[config.mk]
export PLATFORM = sky130hd
export DESIGN_NAME = wuCohCtrl
export DESIGN_NICKNAME = d
export VERILOG_FILES = /design/src/rtl/wuCohPkg.sv /design/src/rtl/wuCohDatapath.sv /design/src/rtl/wuCohControl.sv /design/src/rtl/wuCohCtrl.sv
export SDC_FILE = /design/constraint.sdc
export NUM_CORES = 1
export LEC_CHECK = 0
export ABC_AREA = 0
export BUFFER_PORTS_ARGS = -buffer_cell sky130_fd_sc_hd__buf_4
export CAP_MARGIN = 20
export CORE_MARGIN = 2
export CORE_UTILIZATION = 39
export CTS_CLUSTER_DIAMETER = 150
export DETAILED_ROUTE_END_ITERATION = 6
export PLACE_DENSITY = 0.64
export SLEW_MARGIN = 20
export SYNTH_ARGS = -nofsm -noshare
export SYNTH_HDL_FRONTEND = slang
export SYNTH_HIERARCHICAL = 1
export SYNTH_SLANG_ARGS = --single-unit
[constraint.sdc]
create_clock -name clk -period 3.3 [get_ports clk]
set_input_delay 0.66 -clock clk [delete_from_list [all_inputs] [get_ports clk]]
set_output_delay 0.66 -clock clk [all_outputs]
set_load 0.03 [all_outputs]
[src/rtl/wuCohPkg.sv]
package wuCohPkg;

  typedef enum logic [1:0] {
    ST_VEX  = 2'd0,  // exclusive, clean
    ST_SCLN = 2'd1,  // shared, clean
    ST_SDRT = 2'd2,  // shared, this cache owns the write-back
    ST_DRT  = 2'd3   // only copy, modified
  } lineState_t;

  typedef enum logic [1:0] {
    BC_RDMISS = 2'd0,
    BC_WRMISS = 2'd1,
    BC_UPDATE = 2'd2,
    BC_WBACK  = 2'd3
  } busCmd_t;

  // strobes from control into the tag/state store
  typedef struct packed {
    logic       wrEn;
    logic       fill;
    lineState_t newState;
  } ctlStrobe_t;

endpackage

[src/rtl/wuCohDatapath.sv]
module wuCohDatapath
  import wuCohPkg::*;
#(
  parameter int ADDR_W = 6,
  parameter int IDX_W  = 2
) (
  input  logic              clk,
  input  logic              rstN,
  input  logic [ADDR_W-1:0] lookAddr,
  input  ctlStrobe_t        strobe,
  output logic              hit,
  output logic              slotValid,
  output lineState_t        curState,
  output logic [ADDR_W-1:0] victimAddr
);
  localparam int LINES = 1 << IDX_W;
  localparam int TAG_W = ADDR_W - IDX_W;

  logic [IDX_W-1:0] lookIdx;
  logic [TAG_W-1:0] lookTag;
  assign lookIdx = lookAddr[IDX_W-1:0];
  assign lookTag = lookAddr[ADDR_W-1:IDX_W];

  logic [LINES-1:0] validV;
  logic [TAG_W-1:0] tagV   [LINES];
  lineState_t       stateV [LINES];

  for (genvar g = 0; g < LINES; g++) begin : gLine
    logic       vQ;
    logic [TAG_W-1:0] tQ;
    lineState_t sQ;
    logic       sel;
    assign sel = strobe.wrEn && (lookIdx == IDX_W'(g));

    always_ff @(posedge clk or negedge rstN) begin
      if (!rstN) begin
        vQ <= 1'b0;
        tQ <= '0;
        sQ <= ST_VEX;
      end else if (sel) begin
        sQ <= strobe.newState;
        if (strobe.fill) begin
          vQ <= 1'b1;
          tQ <= lookTag;
        end
      end
    end

    assign validV[g] = vQ;
    assign tagV[g]   = tQ;
    assign stateV[g] = sQ;
  end

  assign slotValid  = validV[lookIdx];
  assign hit        = slotValid && (tagV[lookIdx] == lookTag);
  assign curState   = stateV[lookIdx];
  assign victimAddr = {tagV[lookIdx], lookIdx};

endmodule

[src/rtl/wuCohControl.sv]
module wuCohControl
  import wuCohPkg::*;
(
  input  logic       cpuValid,
  input  logic       cpuWrite,
  input  logic       snpValid,
  input  busCmd_t    snpCmd,
  input  logic       sharedIn,
  input  logic       hit,
  input  logic       slotValid,
  input  lineState_t curState,
  output ctlStrobe_t strobe,
  output logic       cpuHit,
  output logic       busValid,
  output busCmd_t    busCmd,
  output logic       wbNeed,
  output logic       sharedOut
);
  logic ownedState;
  assign ownedState = (curState == ST_SDRT) || (curState == ST_DRT);

  always_comb begin
    strobe    = '0;
    cpuHit    = 1'b0;
    busValid  = 1'b0;
    busCmd    = BC_RDMISS;
    wbNeed    = 1'b0;
    sharedOut = 1'b0;
    if (snpValid) begin
      if (hit && snpCmd != BC_WBACK) begin
        sharedOut     = 1'b1;
        strobe.wrEn   = 1'b1;
        if (snpCmd == BC_RDMISS) begin
          unique case (curState)
            ST_DRT:  strobe.newState = ST_SDRT;
            ST_VEX:  strobe.newState = ST_SCLN;
            default: strobe.newState = curState;
          endcase
        end else begin
          strobe.newState = ST_SCLN;
        end
      end
    end else if (cpuValid) begin
      cpuHit = hit;
      if (hit) begin
        if (cpuWrite) begin
          strobe.wrEn = 1'b1;
          if (curState == ST_VEX || curState == ST_DRT) begin
            strobe.newState = ST_DRT;
          end else begin
            busValid        = 1'b1;
            busCmd          = BC_UPDATE;
            strobe.newState = sharedIn ? ST_SDRT : ST_DRT;
          end
        end
      end else begin
        busValid    = 1'b1;
        busCmd      = cpuWrite ? BC_WRMISS : BC_RDMISS;
        strobe.wrEn = 1'b1;
        strobe.fill = 1'b1;
        if (cpuWrite) strobe.newState = sharedIn ? ST_SDRT : ST_DRT;
        else          strobe.newState = sharedIn ? ST_SCLN : ST_VEX;
        wbNeed = slotValid && ownedState;
      end
    end
  end

endmodule

[src/rtl/wuCohCtrl.sv]
module wuCohCtrl
  import wuCohPkg::*;
#(
  parameter int ADDR_W = 6,
  parameter int IDX_W  = 2
) (
  input  logic              clk,
  input  logic              rstN,
  input  logic              cpuValid,
  input  logic              cpuWrite,
  input  logic [ADDR_W-1:0] cpuAddr,
  output logic              cpuHit,
  output logic [1:0]        hitState,
  input  logic              snpValid,
  input  logic [1:0]        snpCmd,
  input  logic [ADDR_W-1:0] snpAddr,
  output logic              sharedOut,
  input  logic              sharedIn,
  output logic              busValid,
  output logic [1:0]        busCmd,
  output logic [ADDR_W-1:0] busAddr,
  output logic              wbValid,
  output logic [ADDR_W-1:0] wbAddr
);
  logic [ADDR_W-1:0] lookAddr;
  ctlStrobe_t        strobe;
  logic              hit, slotValid;
  lineState_t        curState;
  busCmd_t           busCmdE;

  assign lookAddr = snpValid ? snpAddr : cpuAddr;

  wuCohDatapath #(.ADDR_W(ADDR_W), .IDX_W(IDX_W)) dpI (
    .clk(clk), .rstN(rstN), .lookAddr(lookAddr), .strobe(strobe),
    .hit(hit), .slotValid(slotValid), .curState(curState), .victimAddr(wbAddr)
  );

  wuCohControl ctlI (
    .cpuValid(cpuValid), .cpuWrite(cpuWrite), .snpValid(snpValid),
    .snpCmd(busCmd_t'(snpCmd)), .sharedIn(sharedIn), .hit(hit),
    .slotValid(slotValid), .curState(curState), .strobe(strobe),
    .cpuHit(cpuHit), .busValid(busValid), .busCmd(busCmdE),
    .wbNeed(wbValid), .sharedOut(sharedOut)
  );

  assign busCmd   = busCmdE;
  assign busAddr  = cpuAddr;
  assign hitState = cpuHit ? curState : ST_VEX;

endmodule

Word level (Yosys, flattened, before mapping)
Index checks and enable logic that the tools add are counted.
{ "op_classes": {"magnitude_cmp": 2, "n_eq_ne": 7, "muxes": 44, "bitwise": 1, "n_reduce_logical": 16} }
{ "op_table": {"columns": ["cell", "n"], "rows": [
  ["$mux 2", 15],
  ["$mux 1", 21],
  ["$mux 4", 3],
  ["$bmux 4 s2", 1],
  ["$eq 2x2->1 const B", 4],
  ["$reduce_and 2->1", 4],
  ["$logic_and 1x1->1", 7],
  ["$logic_not 2->1", 3],
  ["$mux 6", 1],
  ["$bmux 2 s2", 1],
  ["$eq 4x4->1", 1],
  ["$pmux 2 s2", 1],
  ["$ge 3x3->1 const B", 1],
  ["$lt 2x3->1 const B", 1],
  ["$not 2->3", 1],
  ["$bmux 1 s2", 1],
  ["$eq 2x1->1 const B", 1],
  ["$logic_or 1x1->1", 2],
  ["$ne 2x2->1 const B", 1]
]} }
{ "word_totals": {"register_bits": 28, "input_bits": 20, "output_inout_bits": 20, "elab_cells": 82} }

Logic depth before layout (Yosys ltp)
Gate-level depths: netlist of the first run.
{ "depth": {"depth_word": 14, "ltp_mapped": 12, "ltp_nobuf": 10} }

By module
The synthesis of the first run kept the hierarchy.
{ "by_module_without_submodules": {"columns": ["module", "instances", "cells_per_inst", "area_each_um2", "seq_area_each_um2"], "rows": [
  ["wuCohDatapath", 1, 84, 1316.3, 700.7],
  ["wuCohControl", 1, 30, 216.5, 0.0],
  ["wuCohCtrl", 1, 15, 158.9, 0.0]
]} }

Least setup slack after synthesis of the first run
OpenSTA, ideal clock, no wires.
{ "synth_path": {"path_type": "input to output", "start": "input snpValid", "end": "output hitState[0]", "t_arrival_ns": 2.994, "required_time_ns": 2.640, "setup_slack_ns": -0.354, "stages": 8, "n_path_buf": 1, "path_cell_list": "buf_6 mux2_4 mux4_1 xnor2_1 nand3_1 nor3_2 and2_1 and2_1"} }
{ "synth_via": {"elab_chain_len": 10, "elab_cells_between_ends": 15, "classes_between": "eq/ne: 1; mux: 12; bitwise: 1; reduce/logical: 1"} }
{ "synth_lines": {"columns": ["element", "line", "source"], "rows": [
  ["from (decl)", "wuCohCtrl.sv:14", "input logic snpValid,"],
  ["$mux 6", "wuCohCtrl.sv:31", "assign lookAddr = snpValid ? snpAddr : cpuAddr;"],
  ["named net lookAddr[0]", "wuCohCtrl.sv:25", "logic [ADDR_W-1:0] lookAddr;"],
  ["$not 2->3", null, null],
  ["$bmux 4 s2", null, null],
  ["$mux 4 (2 in series)", null, null],
  ["named net wbAddr[4]", "wuCohCtrl.sv:23", "output logic [ADDR_W-1:0] wbAddr"],
  ["$eq 4x4->1", "wuCohDatapath.sv:55", "assign hit = slotValid && (tagV[lookIdx] == lookTag);"],
  ["$logic_and 1x1->1", "wuCohDatapath.sv:55", null],
  ["named net hit", "wuCohCtrl.sv:27", "logic hit, slotValid;"],
  ["$mux 1", "wuCohControl.sv:43", "end else if (cpuValid) begin"],
  ["$mux 1", "wuCohControl.sv:29", "if (snpValid) begin"],
  ["named net cpuHit", "wuCohCtrl.sv:12", "output logic cpuHit,"],
  ["$mux 2", "wuCohCtrl.sv:48", "assign hitState = cpuHit ? curState : ST_VEX;"],
  ["to (decl)", "wuCohCtrl.sv:13", "output logic [1:0] hitState,"]
]} }
The timed path passes the listed nets, and every way through them passes these cells. The select of a mux whose other input is x is not followed.

Worst setup path after layout of the first run
{ "layout_path": {"start": "input snpValid", "end": "output busCmd[0]"} }
{ "layout_via": {"elab_chain_len": 10, "elab_cells_between_ends": 12, "classes_between": "eq/ne: 1; mux: 9; bitwise: 1; reduce/logical: 1"} }
{ "layout_lines": {"columns": ["element", "line", "source"], "rows": [
  ["$mux 6 (*)", "wuCohCtrl.sv:31", null],
  ["$not 2->3 (implied by the code)", "wuCohDatapath.sv:55", null],
  ["$bmux 4 s2", "wuCohDatapath.sv:55", null],
  ["$mux 4 (implied by the code) (2 in series)", "wuCohDatapath.sv:55", null],
  ["$eq 4x4->1", "wuCohDatapath.sv:55", null],
  ["$logic_and 1x1->1 (*)", "wuCohDatapath.sv:55", null],
  ["named net hit", "wuCohCtrl.sv:27", null],
  ["$mux 2 (*)", "wuCohControl.sv:45", "if (hit) begin"],
  ["$mux 2 (*)", "wuCohControl.sv:43", null],
  ["$mux 2 (*)", "wuCohControl.sv:29", null],
  ["to (decl)", "wuCohCtrl.sv:20", "output logic [1:0] busCmd,"]
]} }
Mark *: on every way through the listed nets, which the timed path passes. The rest lies on a longest branch. The select of a mux whose other input is x is not followed.

==> results of run 1 <==
[synth_stat cells (all sizes together)]
cell,n
nor3b,1
xnor2,2
or2,1
and3,1
o21ai,1
buf,11
inv,5
dfrtp,28
mux4,7
nand2,6
a21boi,1
and2,5
nor2,2
nand4,1
nand3,7
nor3,2
a2111oi,1
a21oi,1
o221ai,1
nor2b,2
o41ai,1
mux2i,1
nand2b,5
xor2,2
ha,3
and2b,1
mux2,30
[power groups by stage]
stage	Combinational [uW]	Sequential (uW)	Clock [uW]
2_1_floorplan	308	459	0
3_3_place_gp	454	468	0
3_5_place_dp	468	476	0
4_1_cts	476	468	215
5_1_grt	526	479	225
6_report	493	469	210
[registers in the layout, indices dropped and copies added (netlist names)]
register / cells
dpI/gLine.sQ: 8
dpI/gLine.tQ: 16
dpI/gLine.vQ: 4
[routing by layer]
metal	global-route usage, %	vias to the layer above
li1	-	582
met1	19.40	602
met2	28.78	32
met3	2.886	4
met4	3.846	0
met5	0	-
[cells in the final DEF (no fill, tap or decap)]
| master | n |
|---|---|
| a2111oi_4 | 1 |
| a21boi_0 | 1 |
| a21oi_1 | 1 |
| and2_4 | 5 |
| and2b_1 | 1 |
| and3_4 | 1 |
| buf_4 | 63 |
| buf_6 | 4 |
| buf_8 | 1 |
| clkbuf_8 | 4 |
| dfrtp_1 | 28 |
| ha_1 | 2 |
| ha_2 | 1 |
| inv_1 | 2 |
| inv_2 | 3 |
| mux2_2 | 24 |
| mux2_4 | 6 |
| mux2i_1 | 1 |
| mux4_1 | 2 |
| mux4_2 | 5 |
| nand2_1 | 6 |
| nand2b_1 | 4 |
| nand2b_4 | 1 |
| nand3_1 | 4 |
| nand3_2 | 3 |
| nand4_1 | 1 |
| nor2_1 | 1 |
| nor2_2 | 1 |
| nor2b_1 | 2 |
| nor3_4 | 2 |
| nor3b_1 | 1 |
| o21ai_0 | 1 |
| o221ai_2 | 1 |
| o41ai_1 | 1 |
| or2_2 | 1 |
| xnor2_2 | 2 |
| xor2_1 | 2 |
[through the flow]
step / utilization (%) / cells / hold slack [ns] / power (uW)
after detailed placement: 53.61 / 234 / 0.4458 / 943.9
final: 56.61 / 240 / 0.2848 / 1172
after floorplan: - / 129 / 0.3644 / 767.1
after global placement: 53.61 / 234 / 0.4432 / 921.9
after CTS: 55.11 / 238 / 0.2958 / 1160
after global routing: 56.61 / 240 / 0.3082 / 1231
[final timing paths]
path | from | to | depth (start not counted)
max | snpValid | busCmd[0] | 10
min | rstN | dpI/gLine[1].sQ[1]$_DFFE_PN0P_ | 1
max reg2reg | dpI/gLine[2].tQ[3]$_DFFE_PN0P_ | dpI/gLine[1].tQ[0]$_DFFE_PN0P_ | 11
min reg2reg | dpI/gLine[0].vQ$_DFFE_PN0P_ | dpI/gLine[0].vQ$_DFFE_PN0P_ | 1
max in group asynchronous | rstN | dpI/gLine[1].tQ[3]$_DFFE_PN0P_ | 1
min in group clk | dpI/gLine[0].vQ$_DFFE_PN0P_ | dpI/gLine[0].vQ$_DFFE_PN0P_ | 1
[critical path, stage by stage]
cell and delay [ns]:
buf_8 0.10, mux2_4 0.35, mux4_2 0.48, xnor2_2 0.17, nand3_2 0.11, nor3_4 0.21
nand2b_4 0.20, inv_2 0.04, and2_4 0.13, buf_6 0.13
[cells by family (layout without fill, tap and decap cells)]
| family | count (synthesis) | count (layout) |
|---|---|---|
| mux | 38 | 38 |
| simple gates | 34 | 34 |
| flops | 28 | 28 |
| buf+inv | 16 | 77 |
| compound gates | 6 | 6 |
| xor+xnor | 4 | 4 |
| fa+ha+maj | 3 | 3 |
[what timing repair did]
| action | CTS | global route |
|---|---|---|
| pin swaps | 1 | 1 |
| hold buffers | 0 | 0 |
| endpoints found under the setup margin | 5 | 7 |
| setup buffers | 0 | 2 |
| resized for setup | 1 | 12 |
[cell type report]
class	count	area share (%)
inverters	5	0.8112
flip-flops and latches	28	30.29
repair buffers	68	23.04
clock buffers	4	2.380
well taps	50	2.704
multi-input cells	85	40.78
==> results.yml, run 1 <==
status:
  outcome: "completed"
clock_network:
  cts-buffers-inserted: 3
  cts.clk_slew.worst_paths_ns: 0.09
  cts_max_level: 1
  cts_tree: "built"
  cts_root_buf: "clkbuf_8"
  clock_latency_ns: 0.27
  cts_buffer_depth: 2
  clock-sinks: 28
logic_synthesis:
  synth-adder-area-share_pct: 2.219
  synthSimpleGateAreaFrac_pct: 11.39
  post_synth.cell_area_avg_sq_um: 13.11
  synth_compound_area_share_pct: 4.068
  yosysTopAreaCell: "dfrtp_1"
  yosysWarnings: 6
  syn_nets: 152
  synth_top_family_by_area: "multiplexers"
  ys_ff_latch: 28
  ys_top_cells_by_area: "dfrtp_1 (41%), mux2_2 (16%), mux4_1 (9.3%)"
  synth.distinct_cells: 34
  synth-xor-area-share_pct: 2.071
  yosysTopAreaCellShare_pct: 41.42
  netlist_area_sq_mm: 0.001692
  seq_area_frac_synth_pct: 41.42
  synth_cells: 129
  synthMuxAreaShare_pct: 32.54
worst_setup_path:
  path_class: "in -> out"
  startpoint_type: "input port"
  required_ns: 2.64
  worst-r2r-setup-slack_ns: 0.71
  critPathArrivalTime_ns: 2.59
  crit_fanout: 6
  critPathCaptureType: "primary output"
grt:
  grt_pass1_vias: 1338
  grt_max_degree: 29
  antenna_found_initial: 0
  grt_pass1_wl_um: 6244
  overflow: 0
  track_usage_pct: 15.85
pwr:
  pwr-share-comb_pct: 42.1
  leakage_uw: 0.001112
  intPower_uw: 799.9
  seqPwrFrac_pct: 40.0
  cellPowerDensity_mw_per_mm2: 506.7
  switching_share_pct: 31.76
  clockPowerShare_pct: 17.9
  vdd_ir_drop_max_mv: 0.1990
  switchingPower_uw: 372.3
placed_design:
  place_ws_ns: -0.1039
  placed_area_sq_mm: 0.002191
  io_buffers: 39
  hpwl_um: 3090
  place_congestion: 0.8412
die:
  die_area_sq_mm: 0.004880
  die_w_um: 69.86
  start_util_pct: 41.40
  ioPinCount: 40
  die_h_um: 69.86
  fp-row-count: 23
  core_area_sq_mm: 0.004086
sta:
  clock_skew_ns: 0.001042
  fin_crit_sh_pct: 98.52
  rsz0062_at_grt: "true"
  tightestPinTransition_ns: 0.3948
  fmax_ghz: 0.3076
  fin_tns_setup_ns: 0
  relSlewSlack_pct: 73.62
  timing.final.crit_period_ns: 3.251
  fin_ws_ns: 0.04888
  drv_slew: 0
  setup_viol: 0
  hold_viol: 0
cells_and_area:
  final_area_sq_mm: 0.002313
  multiInputGateArea_sq_um: 943.4
  area.growth.synth_to_final_pct: 36.76
  seqCellArea_sq_um: 700.7
  drive_gt1_share_pct: 67.89
  diodes: 0
  n_fill_cell: 346
  nets: 214
route:
  wl_met3_um: 170
  wl_um: 3844
  m1WireLength_um: 1618
  via_per_inst: 5.083
  dr.first_iter.drc_count: 35
  vias: 1220
  drt_pass1_iterations: 4
  ant_nets: 0
  wl_per_cell_um: 16.02
  drc: 0
  met2_wirelength_um: 2026
  highest_layer: "met4"
min_path:
  min_path_type: "in -> async"
flow_run:
  cap_violations: 0
Power figures use the tool's default switching activity.
==> run 2, diff against run 1 <==
- PLACE_DENSITY: 0.64 -> 0.63
- SLEW_MARGIN: 20 -> unset
- SYNTH_HIERARCHICAL: 1 -> unset
==> results.yml, run 2 <==
status:
  outcome: "completed"
sta:
  fmax_ghz: 0.3098
  hold_viol: 0
  relSlewSlack_pct: 63.30
  fin_crit_sh_pct: 97.81
  timing.final.crit_period_ns: 3.228
  whs_ns: 0.2834
  tightestPinTransition_ns: 0.5505
  drv_slew: 0
  clock_skew_ns: 0.002416
  setup_viol: 0
worst_setup_path:
  crit_fanout: 4
  path_class: "in -> out"
  startpoint_type: "input port"
  crit_slowest_cell: "mux4_2"
  critPathBufInv: 2
  required_ns: 2.64
  critPathMaxStageDelay_ns: 0.62
  cp_top_family: "multiplexers"
  critPathArrivalTime_ns: 2.57
  critical_path.cell_chain: "buf_8 -> mux2i_4 -> mux4_2 -> xnor2_4 -> and4_4 -> nand2_8 -> nor2_4 -> buf_6"
  critPathCaptureType: "primary output"
die:
  die_area_sq_mm: 0.005861
  start_util_pct: 40.20
  die_w_um: 76.56
  die_h_um: 76.56
  core_area_sq_mm: 0.005107
  fp-row-count: 26
  ioPinCount: 40
placed_design:
  place_congestion: 0.8615
  placed_area_sq_mm: 0.002601
  io_buffers: 39
  hpwl_um: 3854
logic_synthesis:
  seq_area_frac_synth_pct: 34.13
  yosysWarnings: 0
  yosysMostFrequentCell: "dfrtp_1"
  async_flop_share_pct: 100.0
  synth.distinct_cells: 47
  syn_nets: 219
  ys.flop_type: "dfrtp_1"
  yosysTopAreaCell: "dfrtp_1"
  synth_cells: 196
  post_synth.cell_area_avg_sq_um: 10.48
  yosysTopAreaCellShare_pct: 34.13
  synth.top_cells.by_count: "dfrtp_1 (28), mux2_2 (21), nand2_1 (11)"
  ys_top_cells_by_area: "dfrtp_1 (34%), mux2_2 (12%), mux2i_1 (4.4%)"
  synth_edf_count: 0
  netlist_area_sq_mm: 0.002053
  ys_ff_latch: 28
min_path:
  min_path_type: "in -> async"
flow_run:
  cap_violations: 0
clock_network:
  clock-sinks: 28
  ctsHoldBuffers: 0
  clock_latency_ns: 0.28
  cts_root_buf: "clkbuf_8"
  cts_tree: "built"
  cts.clk_slew.worst_paths_ns: 0.10
  cts_max_level: 1
  cts_buffer_depth: 2
  cts-buffers-inserted: 3
grt:
  grt_pass1_vias: 1666
  grt_pass1_wl_um: 8190
  overflow: 0
  antenna_found_initial: 0
  track_usage_pct: 17.21
  grt_max_degree: 29
cells_and_area:
  final_common_cell: "buf_4"
  nets: 270
  area.growth.synth_to_final_pct: 33.33
  regMostFlops: "dpI.gLine.tQ"
  final_util_pct: 53.60
  largest_reg_flops: 16
  final_area_sq_mm: 0.002738
  largestRegisters: "dpI.gLine.tQ x16, dpI.gLine.sQ x8, dpI.gLine.vQ x4"
  mostFrequentLayoutCells: "buf_4 (56), dfrtp_1 (28), mux2_2 (21)"
  diodes: 0
  drive_gt1_share_pct: 46.75
route:
  drc: 0
  vias: 1705
  drt_pass1_iterations: 4
  dr.first_iter.drc_count: 122
  wl_per_cell_um: 15.79
  wl_um: 4990
  via_per_inst: 5.396
  ant_nets: 0
pwr:
  seqPwrFrac_pct: 34.5
  clockPowerShare_pct: 15.9
  report.power.total_uw: 1374
  leakage_uw: 0.001186
  cellPowerDensity_mw_per_mm2: 501.7
  intPower_uw: 870.7
  switchingPower_uw: 502.8
  vdd_ir_drop_max_mv: 0.3310
  switching_share_pct: 36.61
  pwr-share-comb_pct: 49.6
-- run 2: path summary, 6_finish.rpt --
kind / startpoint / to / slack [ns] / depth (start not counted)
setup / recovery: snpValid / hitState[0] / 0.07 / 8
hold / removal: rstN / dpI.gLine[1].vQ$_DFFE_PN0P_ / 0.28 / 1
setup reg to reg: dpI.gLine[1].tQ[1]$_DFFE_PN0P_ / dpI.gLine[1].sQ[1]$_DFFE_PN0P_ / 0.78 / 8
hold reg to reg: dpI.gLine[0].vQ$_DFFE_PN0P_ / dpI.gLine[0].vQ$_DFFE_PN0P_ / 0.48 / 1
max in group asynchronous: rstN / dpI.gLine[1].sQ[0]$_DFFE_PN0P_ / 2.75 / 1
min in group clk: dpI.gLine[0].vQ$_DFFE_PN0P_ / dpI.gLine[0].vQ$_DFFE_PN0P_ / 0.48 / 1
-- run 2: per-layer routing --
metal  GRT usage, %  up-vias  wire (um)
met5              0        -          0
met1          24.57      832       2371
met4          3.636        0         44
met3          2.725        6        223
met2          27.61       40       2350
li1               -      827          -
-- run 2: area by class of cell --
type | count | area, sq um
clock buffers | 4 | 55.05
fillers | 458 | 2370
inverters | 6 | 22.52
multi-input cells | 146 | 1359
flip-flops and latches | 28 | 700.7
well taps | 70 | 87.58
repair buffers | 62 | 513.0
-- run 2: power groups by stage --
stage          sequential, uW  clock [uW]  combinational (uW)
2_1_floorplan             457           0                 449
3_3_place_gp              470           0                 633
3_5_place_dp              472           0                 640
4_1_cts                   464         225                 647
5_1_grt                   485         233                 732
6_report                  474         218                 681
-- run 2: repair_timing --
action | 4_1_cts | 5_1_grt
setup endpoints to repair | 3 | 8
buffers inserted | 0 | 5
resized for setup | 2 | 11
pin swaps | 0 | 8
-- run 2: logic make-up after synthesis --
logic type	after synthesis	share of synthesized area, %
buf+inv	22	5.911
flops	28	34.13
compound gates	44	16.33
fa+ha+maj	3	1.828
simple gates	55	14.69
mux	39	23.89
xor+xnor	5	3.230
-- run 2: worst reg2reg max path: cells and delay by family (launching register included) --
kind            cells  cell delay, ns
compound gates      3            0.79
buf+inv             1            0.17
mux                 1            0.38
simple gates        2            0.53
xor+xnor            1            0.16
flops               1            0.39
-- run 2: stage by stage --
step | setup TNS [ns] | setup WS [ns] | cells
6_report | 0 | 0.07214 | 316
5_1_grt | -0.02212 | -0.01755 | 316
4_1_cts | 0 | 0.005056 | 312
3_5_place_dp | -0.06012 | -0.04507 | 308
3_3_place_gp | -0.05982 | -0.05458 | 308
2_1_floorplan | -0.2014 | -0.05375 | 196
